===== src/rtl/mvd_pkg.sv =====
package mvd_pkg;

    typedef enum logic [1:0] {
        BASE_NONE = 2'd0,
        BASE_BX   = 2'd1,
        BASE_BP   = 2'd2
    } base_e;

    typedef enum logic [1:0] {
        IDX_NONE = 2'd0,
        IDX_SI   = 2'd1,
        IDX_DI   = 2'd2
    } idx_e;

    typedef enum logic [2:0] {
        ST_IDLE    = 3'd0,
        ST_MODRM   = 3'd1,
        ST_DISP_LO = 3'd2,
        ST_DISP_HI = 3'd3,
        ST_DONE    = 3'd4
    } st_e;

    // operand description derived from the second byte
    typedef struct packed {
        base_e      base;
        idx_e       index;
        logic       direct;
        logic       stack;
        logic       is_reg;
        logic [1:0] disp_len;
    } mem_desc_t;

endpackage


===== src/rtl/mvd_opcode_chk.sv =====
module mvd_opcode_chk #(
    parameter int BYTE_W    = 8,
    parameter int OPC_BASE  = 'h88,
    parameter int OPC_COUNT = 4
) (
    input  logic [BYTE_W-1:0] op,
    output logic              legal,
    output logic              dir,
    output logic              wide
);
    localparam int OPC_LAST = OPC_BASE + OPC_COUNT - 1;

    always_comb begin
        legal = (int'(op) >= OPC_BASE) && (int'(op) <= OPC_LAST);
        dir   = op[1];
        wide  = op[0];
    end
endmodule


===== src/rtl/mvd_modrm_dec.sv =====
module mvd_modrm_dec
    import mvd_pkg::*;
#(
    parameter int BYTE_W = 8
) (
    input  logic [BYTE_W-1:0] modrm,
    output mem_desc_t         desc,
    output logic [2:0]        reg_code,
    output logic [2:0]        rm_code
);
    logic [1:0] mode;
    logic [2:0] rm;

    always_comb begin
        mode     = modrm[7:6];
        rm       = modrm[2:0];
        reg_code = modrm[5:3];
        rm_code  = rm;

        desc          = '0;
        desc.base     = BASE_NONE;
        desc.index    = IDX_NONE;
        desc.is_reg   = (mode == 2'b11);

        if (mode != 2'b11) begin
            case (rm)
                3'b000: begin desc.base = BASE_BX; desc.index = IDX_SI; end
                3'b001: begin desc.base = BASE_BX; desc.index = IDX_DI; end
                3'b010: begin desc.base = BASE_BP; desc.index = IDX_SI; end
                3'b011: begin desc.base = BASE_BP; desc.index = IDX_DI; end
                3'b100: desc.index = IDX_SI;
                3'b101: desc.index = IDX_DI;
                3'b110: begin
                    if (mode == 2'b00) desc.direct = 1'b1;
                    else               desc.base   = BASE_BP;
                end
                default: desc.base = BASE_BX;
            endcase
            desc.stack = (desc.base == BASE_BP);
        end

        case (mode)
            2'b00:   desc.disp_len = (rm == 3'b110) ? 2'd2 : 2'd0;
            2'b01:   desc.disp_len = 2'd1;
            2'b10:   desc.disp_len = 2'd2;
            default: desc.disp_len = 2'd0;
        endcase
    end
endmodule


===== src/rtl/mvd_disp_acc.sv =====
module mvd_disp_acc #(
    parameter int BYTE_W = 8
) (
    input  logic                clk,
    input  logic                rst_n,
    input  logic                cap_lo,
    input  logic [BYTE_W-1:0]   byte_in,
    output logic [2*BYTE_W-1:0] disp_one,
    output logic [2*BYTE_W-1:0] disp_two
);
    logic [BYTE_W-1:0] lo_d, lo_q;

    always_comb begin
        lo_d     = cap_lo ? byte_in : lo_q;
        disp_one = {{BYTE_W{byte_in[BYTE_W-1]}}, byte_in};
        disp_two = {byte_in, lo_q};
    end

    always_ff @(posedge clk) begin
        if (!rst_n) lo_q <= '0;
        else        lo_q <= lo_d;
    end

    // the low byte of a two-byte displacement is kept until the high byte
    a_r7_lo_capture: assert property (@(posedge clk) disable iff (!rst_n)
        cap_lo |=> lo_q == $past(byte_in));
endmodule


===== src/rtl/movrm_decoder.sv =====
module movrm_decoder
    import mvd_pkg::*;
#(
    parameter int BYTE_W    = 8,
    parameter int OPC_BASE  = 'h88,
    parameter int OPC_COUNT = 4
) (
    input  logic                clk,
    input  logic                rst_n,
    input  logic                in_valid,
    input  logic [BYTE_W-1:0]   in_byte,
    output logic                in_ready,
    output logic                dec_done,
    output logic                dec_err,
    output logic                dir_to_reg,
    output logic                wide,
    output logic [2:0]          reg_code,
    output logic                rm_is_reg,
    output logic [2:0]          rm_code,
    output logic [1:0]          base_sel,
    output logic [1:0]          index_sel,
    output logic                direct_addr,
    output logic [2*BYTE_W-1:0] disp,
    output logic                use_stack_seg
);
    localparam int DISP_W = 2 * BYTE_W;

    typedef struct packed {
        logic              dir;
        logic              wide;
        logic [2:0]        reg_code;
        logic [2:0]        rm_code;
        mem_desc_t         desc;
        logic [DISP_W-1:0] disp;
    } rec_t;

    typedef struct packed {
        st_e  st;
        logic err;
        rec_t pend;
        rec_t rec;
    } ctl_t;

    ctl_t d_d, d_q;

    logic              accept;
    logic              opc_legal, opc_dir, opc_wide;
    mem_desc_t         mr_desc;
    logic [2:0]        mr_reg, mr_rm;
    logic              cap_lo;
    logic [DISP_W-1:0] disp_one, disp_two;

    mvd_opcode_chk #(
        .BYTE_W(BYTE_W), .OPC_BASE(OPC_BASE), .OPC_COUNT(OPC_COUNT)
    ) u_opc (
        .op(in_byte), .legal(opc_legal), .dir(opc_dir), .wide(opc_wide)
    );

    mvd_modrm_dec #(.BYTE_W(BYTE_W)) u_modrm (
        .modrm(in_byte), .desc(mr_desc), .reg_code(mr_reg), .rm_code(mr_rm)
    );

    mvd_disp_acc #(.BYTE_W(BYTE_W)) u_disp (
        .clk(clk), .rst_n(rst_n), .cap_lo(cap_lo), .byte_in(in_byte),
        .disp_one(disp_one), .disp_two(disp_two)
    );

    always_comb begin
        in_ready = (d_q.st != ST_DONE);
        accept   = in_valid && in_ready;
        cap_lo   = accept && (d_q.st == ST_DISP_LO) && (d_q.pend.desc.disp_len == 2'd2);

        d_d     = d_q;
        d_d.err = 1'b0;

        case (d_q.st)
            ST_IDLE: begin
                if (accept) begin
                    if (opc_legal) begin
                        d_d.st        = ST_MODRM;
                        d_d.pend.dir  = opc_dir;
                        d_d.pend.wide = opc_wide;
                    end else begin
                        d_d.err = 1'b1;
                    end
                end
            end
            ST_MODRM: begin
                if (accept) begin
                    d_d.pend.reg_code = mr_reg;
                    d_d.pend.rm_code  = mr_rm;
                    d_d.pend.desc     = mr_desc;
                    d_d.pend.disp     = '0;
                    if (mr_desc.disp_len == 2'd0) begin
                        d_d.rec      = d_d.pend;
                        d_d.st       = ST_DONE;
                    end else begin
                        d_d.st       = ST_DISP_LO;
                    end
                end
            end
            ST_DISP_LO: begin
                if (accept) begin
                    if (d_q.pend.desc.disp_len == 2'd1) begin
                        d_d.pend.disp = disp_one;
                        d_d.rec       = d_d.pend;
                        d_d.st        = ST_DONE;
                    end else begin
                        d_d.st        = ST_DISP_HI;
                    end
                end
            end
            ST_DISP_HI: begin
                if (accept) begin
                    d_d.pend.disp = disp_two;
                    d_d.rec       = d_d.pend;
                    d_d.st        = ST_DONE;
                end
            end
            default: d_d.st = ST_IDLE;
        endcase
    end

    always_ff @(posedge clk) begin
        if (!rst_n) begin
            d_q                <= '0;
            d_q.st             <= ST_IDLE;
            d_q.pend.desc.base <= BASE_NONE;
            d_q.pend.desc.index<= IDX_NONE;
            d_q.rec.desc.base  <= BASE_NONE;
            d_q.rec.desc.index <= IDX_NONE;
        end else begin
            d_q <= d_d;
        end
    end

    always_comb begin
        dec_done      = (d_q.st == ST_DONE);
        dec_err       = d_q.err;
        dir_to_reg    = d_q.rec.dir;
        wide          = d_q.rec.wide;
        reg_code      = d_q.rec.reg_code;
        rm_is_reg     = d_q.rec.desc.is_reg;
        rm_code       = d_q.rec.rm_code;
        base_sel      = d_q.rec.desc.base;
        index_sel     = d_q.rec.desc.index;
        direct_addr   = d_q.rec.desc.direct;
        disp          = d_q.rec.disp;
        use_stack_seg = d_q.rec.desc.stack;
    end

    // completion lasts one cycle and input stalls only during it
    a_r10_done_single: assert property (@(posedge clk) disable iff (!rst_n)
        dec_done |=> !dec_done);
    a_r10_ready_back: assert property (@(posedge clk) disable iff (!rst_n)
        dec_done |=> in_ready);
    // record outputs only move when an instruction completes
    a_r10_record_held: assert property (@(posedge clk) disable iff (!rst_n)
        !in_valid |=> $stable(disp) && $stable(reg_code) && $stable(base_sel));
    // a rejected opcode never completes
    a_r2_err_no_done: assert property (@(posedge clk) disable iff (!rst_n)
        dec_err |-> !dec_done && in_ready);
    // register form carries no memory descriptor
    a_r3_reg_form_clean: assert property (@(posedge clk) disable iff (!rst_n)
        (dec_done && rm_is_reg) |-> (disp == '0) && (base_sel == 2'd0)
                                     && (index_sel == 2'd0) && !use_stack_seg);
    // direct addresses use the data segment and no registers
    a_r5_direct_data: assert property (@(posedge clk) disable iff (!rst_n)
        (dec_done && direct_addr) |-> !use_stack_seg && (base_sel == 2'd0)
                                       && (index_sel == 2'd0));
    // a BP base selects the stack segment
    a_r9_bp_stack: assert property (@(posedge clk) disable iff (!rst_n)
        (dec_done && !rm_is_reg && base_sel == 2'd2) |-> use_stack_seg);
endmodule


===== config.mk =====
export PLATFORM = sky130hd
export DESIGN_NAME = movrm_decoder
export DESIGN_NICKNAME = d
export VERILOG_FILES = /design/src/rtl/mvd_pkg.sv /design/src/rtl/mvd_opcode_chk.sv /design/src/rtl/mvd_modrm_dec.sv /design/src/rtl/mvd_disp_acc.sv /design/src/rtl/movrm_decoder.sv
export SDC_FILE = /design/constraint.sdc
export NUM_CORES = 1
export LEC_CHECK = 0
export BUFFER_PORTS_ARGS = -buffer_cell sky130_fd_sc_hd__buf_2
export CORE_MARGIN = 4
export CORE_UTILIZATION = 45
export CTS_CLUSTER_SIZE = 10
export DETAILED_ROUTE_END_ITERATION = 6
export PLACE_DENSITY = 0.76
export SYNTH_ARGS = -nofsm -noshare
export SYNTH_HDL_FRONTEND = slang
export SYNTH_HIERARCHICAL = 1
export SYNTH_SLANG_ARGS = --single-unit

===== constraint.sdc =====
create_clock -name clk -period 1.75 [get_ports clk]
set_input_delay 0.175 -clock clk [delete_from_list [all_inputs] [get_ports clk]]
set_output_delay 0.175 -clock clk [all_outputs]
set_load 0.02 [all_outputs]

======== Word-level counts from Yosys, hierarchy flattened ========
Index checks and enable logic that the tools add are counted.
word-level totals
  flip-flop bits (word level) ............. 60
  bits of input ports ..................... 11
  output and inout port bits .............. 34
operators by class
  magnitude comparators ................... 2
  eq/ne operators ......................... 25
  mux-type cells .......................... 25
  reductions and logical operators ........ 18
operators with widths
  cell                                                                    number
  33-bit 2-to-1 mux                                                       5
  33-bit case mux with 3 select lines                                     1
  3-bit 2-to-1 mux                                                        6
  2-bit != test (second input constant)                                   7
  3-bit by 2-bit equality test with 1-bit output (second input constant)  4
  3-bit equality test (second input constant)                             4
  6-bit 2-to-1 mux                                                        2
  2-bit case mux with 3 select lines                                      2
  3-bit case mux with 4 select lines                                      1
  2-bit equality test (second input constant)                             4
  8-bit greater-or-equal comparator (second input constant)               1
  8-bit <= comparator (second input constant)                             1
  2-bit 2-to-1 mux                                                        4
  3-bit by 1-bit equality test with 1-bit output (second input constant)  2
  3-bit zero test                                                         2
  3-bit AND reduction                                                     2
  6-bit AND reduction                                                     1
  3-bit OR reduction                                                      2
  5-bit AND reduction                                                     1
  2-bit by 1-bit equality test with 1-bit output (second input constant)  2
  1-bit logical AND                                                       4
  2-bit zero test                                                         2
  2-bit case mux with 2 select lines                                      1
  2-bit OR reduction                                                      2
  other kinds (5)                                                         7

======== Depth between registers and ports, before layout ========
  word-level depth ........................ 9
  mapped depth ............................ 8

======== Hierarchy ========
Netlist, hierarchy kept.
modules (own cells, without submodules)
  module          instances  cells an instance  area an instance (um2)
  movrm_decoder   1          292                2577.5
  mvd_disp_acc    1          49                 481.7
  mvd_modrm_dec   1          23                 167.7
  mvd_opcode_chk  1          4                  36.3

======== Worst setup path after synthesis ========
OpenSTA, ideal clock, no wires.
  path kind ............................... reg-to-reg
  start ................................... register d_q[69] (netlist name)
  end ..................................... register d_q (netlist bit base_sel[0])
  arrival ................................. 1.533 ns
  data required time ...................... 1.669 ns
  path slack .............................. 0.136 ns
  stages on the path, launching flop included .. 8
  buffers on the path ..................... 3
  cell sequence ........................... dfxtp_1 > nand2b_1 > buf_6 > o32a_1 > and2_1 > buf_6 > buf_6 > a211oi_2
on the way
  longest elaborated chain between the ends .. 4
  elaborated cells on any way between the ends .. 13
  classes of those cells .................. 9 x eq/ne; 1 x mux; 3 x reduce/logical
ends and longest elaborated chain
  what                           line                 text
  from (decl)                    movrm_decoder.sv:44  ctl_t d_d, d_q;
  3-bit != test                  movrm_decoder.sv:69  in_ready = (d_q.st != ST_DONE);
  1-bit logical AND              movrm_decoder.sv:70  accept = in_valid && in_ready;
  2-bit != test (no line)        n/a
  6-bit AND reduction (no line)  n/a
Several ways; a longest one is shown, not always the timed one.
A chain may end at the register's enable or synchronous reset.

======== Worst setup path after layout ========
  start ................................... register d_q[67] (netlist name)
  end ..................................... register d_q (netlist bit direct_addr)
The elaborated chain is that of the path after synthesis.

==> reports/results.tsv <==
metric	value	unit
vias in the first global route	2380	
DRT iter0 DRCs	128	
r2r endpoint	direct_addr$_SDFFE_PN0P_	
Setup crit end	direct_addr$_SDFFE_PN0P_	
first-pass GRT wire length	11200	um
# resized after CTS	1	
worst skew pair latency	0.34	ns
Area growth syn-to-layout	2.84	%
Post-synth EDFFs	0	
worst hold path depth	2	
TNS Setup	0	ns
clock sink total	60	
Worst EP arrival	1.86	ns
met2 usage	26.5	%
Period Utilization, post-route	91.5	%
worst setup path start	d_q[67]$_SDFFE_PN0P_	
Port Buf Inserts	44	
Synth cell types	38	
worst-path fanout max	29	
post-DR vias/cell	5.14	
reg2reg start	d_q[67]$_SDFFE_PN0P_	
Reg2Reg Setup Slack	0.15	ns
Cell Pwr Density	777	nW/um2
initial antenna violation count	0	
Least-Margin Pin Slew	0.619	ns
CP Launch Type	flip-flop	
CTS tree	yes	
register area	1200	um2
critical path endpoint category	flip-flop	
Die Wd	93.2	um
# hold bufs at CTS	0	
global placement routability congestion	0.899	
clk_skew	0.00641	ns
# Max-Cap Violations	0	
commonest non-fill, non-tap cells in the layout	dfxtp_1 (59), nand2_1 (55), buf_2 (44)	
Post-Syn Instances	368	
Setup WS pre-CTS	0.0144	ns
Rows	30	
Max Root-Sink Buffers	2	
busiest grt layer	met2	
HP Class	input port to flip-flop	
clk slew on worst S/H paths	0.06	ns
post-route ant nets	0	
Root Buffer	clkbuf_8	
met1 usage	20.0	%
DR WL/cell	14.5	um
#FFs+latches synth	60	
Final #Nets	371	
number of buffers created by CTS	9	
GRT Util Overall	16.6	%
min Tclk post-route	1.60	ns
Post-Syn Nets	379	
fill count	703	
dominant synthesized flop cell	dfxtp_1	
Async SR Flop Fraction	0	%
RSZ-0062 raised after global routing	no	
relative max-transition margin	58.7	%
Synth Warn #	6	
FMAX	625	MHz
Die Y	93.2	um
Die Area	8680	um2
Post-Syn Area per Cell	8.87	um2
leakage	1.34	nW
max-slew violations	0	
router iterations before antenna repair	4	
register with the most flip-flops	d_q	
largest net degree at the start of global routing	33	
CP required	2.01	ns
status	complete, no violations	
dpl hpwl	4660	um
most common cell after layout, fill and taps aside	dfxtp_1	
Ant. Diodes	0	
floorplan core area	6910	um2
I/O pin count	45	
max reg flops	20	
mapped cell area	3260	um2
H-tree depth	3	
Worst VDD drop	462	uV
layout cells sized above 1	32.7	%
CP Class	flip-flop to flip-flop	
Initial Utilization	47.2	%
DRT Wirelength	6680	um
worst setup margin	0.149	ns
Multi-input gate area	1460	um2
design area	3360	um2
GRT overflow	0	
Final Setup Violations	0	
Setup Fix Bufs, Post-CTS	0	
met3 usage	6.60	%
sequential fraction of the synthesis area	36.8	%
placed cell area	3180	um2
DRC violations left	0	
worst min-delay path startpoint	rst_n	
via count	2364	
Hold Violations, Final	0	
reg2reg path depth	6	
-- cells by family after synthesis --
family	after synthesis	synth area share (%)
mux	41	13.2
flops	60	36.8
buf+inv	90	18.9
simple gates	110	17.3
compound gates	67	13.9
-- report_power, final --
group / internal [mW] / leakage [nW] / switching (mW)
clock: 0.579 / 0.0893 / 0.502
sequential: 1.37 / 0.484 / 0.000872
combinational: 0.0614 / 0.770 / 0.0963
-- critical path: stages (launching register included) --
cell,delay [ns]
dfxtp_1,0.34
buf_4,0.16
nor2_1,0.08
nor3b_2,0.22
buf_4,0.35
a21oi_1,0.14
a211oi_2,0.22
-- layout make-up --
class / instances / share of cell area, %
Inverter: 5 / 0.559
Clock buffer: 13 / 4.74
Clock inverter: 2 / 0.298
Tap cell: 96 / 3.58
Sequential cell: 60 / 35.8
Timing Repair Buffer: 66 / 11.5
Multi-Input combinational cell: 218 / 43.5
-- per-stage QoR --
step / utilization, % / instances / hold slack [ns] / power (mW)
2_1_floorplan: - / 368 / 0.303 / 1.54
3_3_place_gp: 46.1 / 445 / 0.441 / 1.55
3_5_place_dp: 46.1 / 445 / 0.446 / 1.56
4_1_cts: 48.6 / 460 / 0.124 / 2.64
5_1_grt: 48.6 / 460 / 0.128 / 2.73
6_report: 48.6 / 460 / 0.127 / 2.61
-- per-layer routing --
metal / wire length, um / share of wire, %
met1: 2890 / 43
met2: 3230 / 48
met3: 498 / 7.5
met4: 57 / 0.85
met5: 0 / 0
-- how the worst min path moves through the flow --
| stage | end | slack [ns] |
|---|---|---|
| after detailed placement | d_q[54]$_SDFFE_PN0P_ | 0.45 |
| final | u_disp/lo_q[0]$_SDFFE_PN0P_ | 0.13 |
| after floorplan | u_disp/lo_q[0]$_SDFFE_PN0P_ | 0.30 |
| after global routing | u_disp/lo_q[0]$_SDFFE_PN0P_ | 0.13 |
| after CTS | u_disp/lo_q[0]$_SDFFE_PN0P_ | 0.12 |
| after global placement | d_q[59]$_SDFFE_PN0P_ | 0.44 |
-- synthesized netlist by cell type (3+ instances only) --
| library cell | instances | area, um2 |
|---|---|---|
| inv_1 | 4 | 15.0 |
| buf_6 | 7 | 78.8 |
| nor2_1 | 6 | 22.5 |
| buf_2 | 3 | 15.0 |
| buf_4 | 59 | 443 |
| mux2_2 | 16 | 180 |
| a211oi_2 | 14 | 175 |
| mux2i_1 | 25 | 250 |
| o21ai_0 | 19 | 95.1 |
| clkbuf_1 | 14 | 52.6 |
| nor2b_1 | 9 | 56.3 |
| nor3_1 | 3 | 15.0 |
| nand4_1 | 16 | 100 |
| nand2_1 | 55 | 206 |
| dfxtp_1 | 60 | 1200 |
| a21oi_1 | 31 | 155 |
No activity file was read; power rests on OpenSTA's default activity.
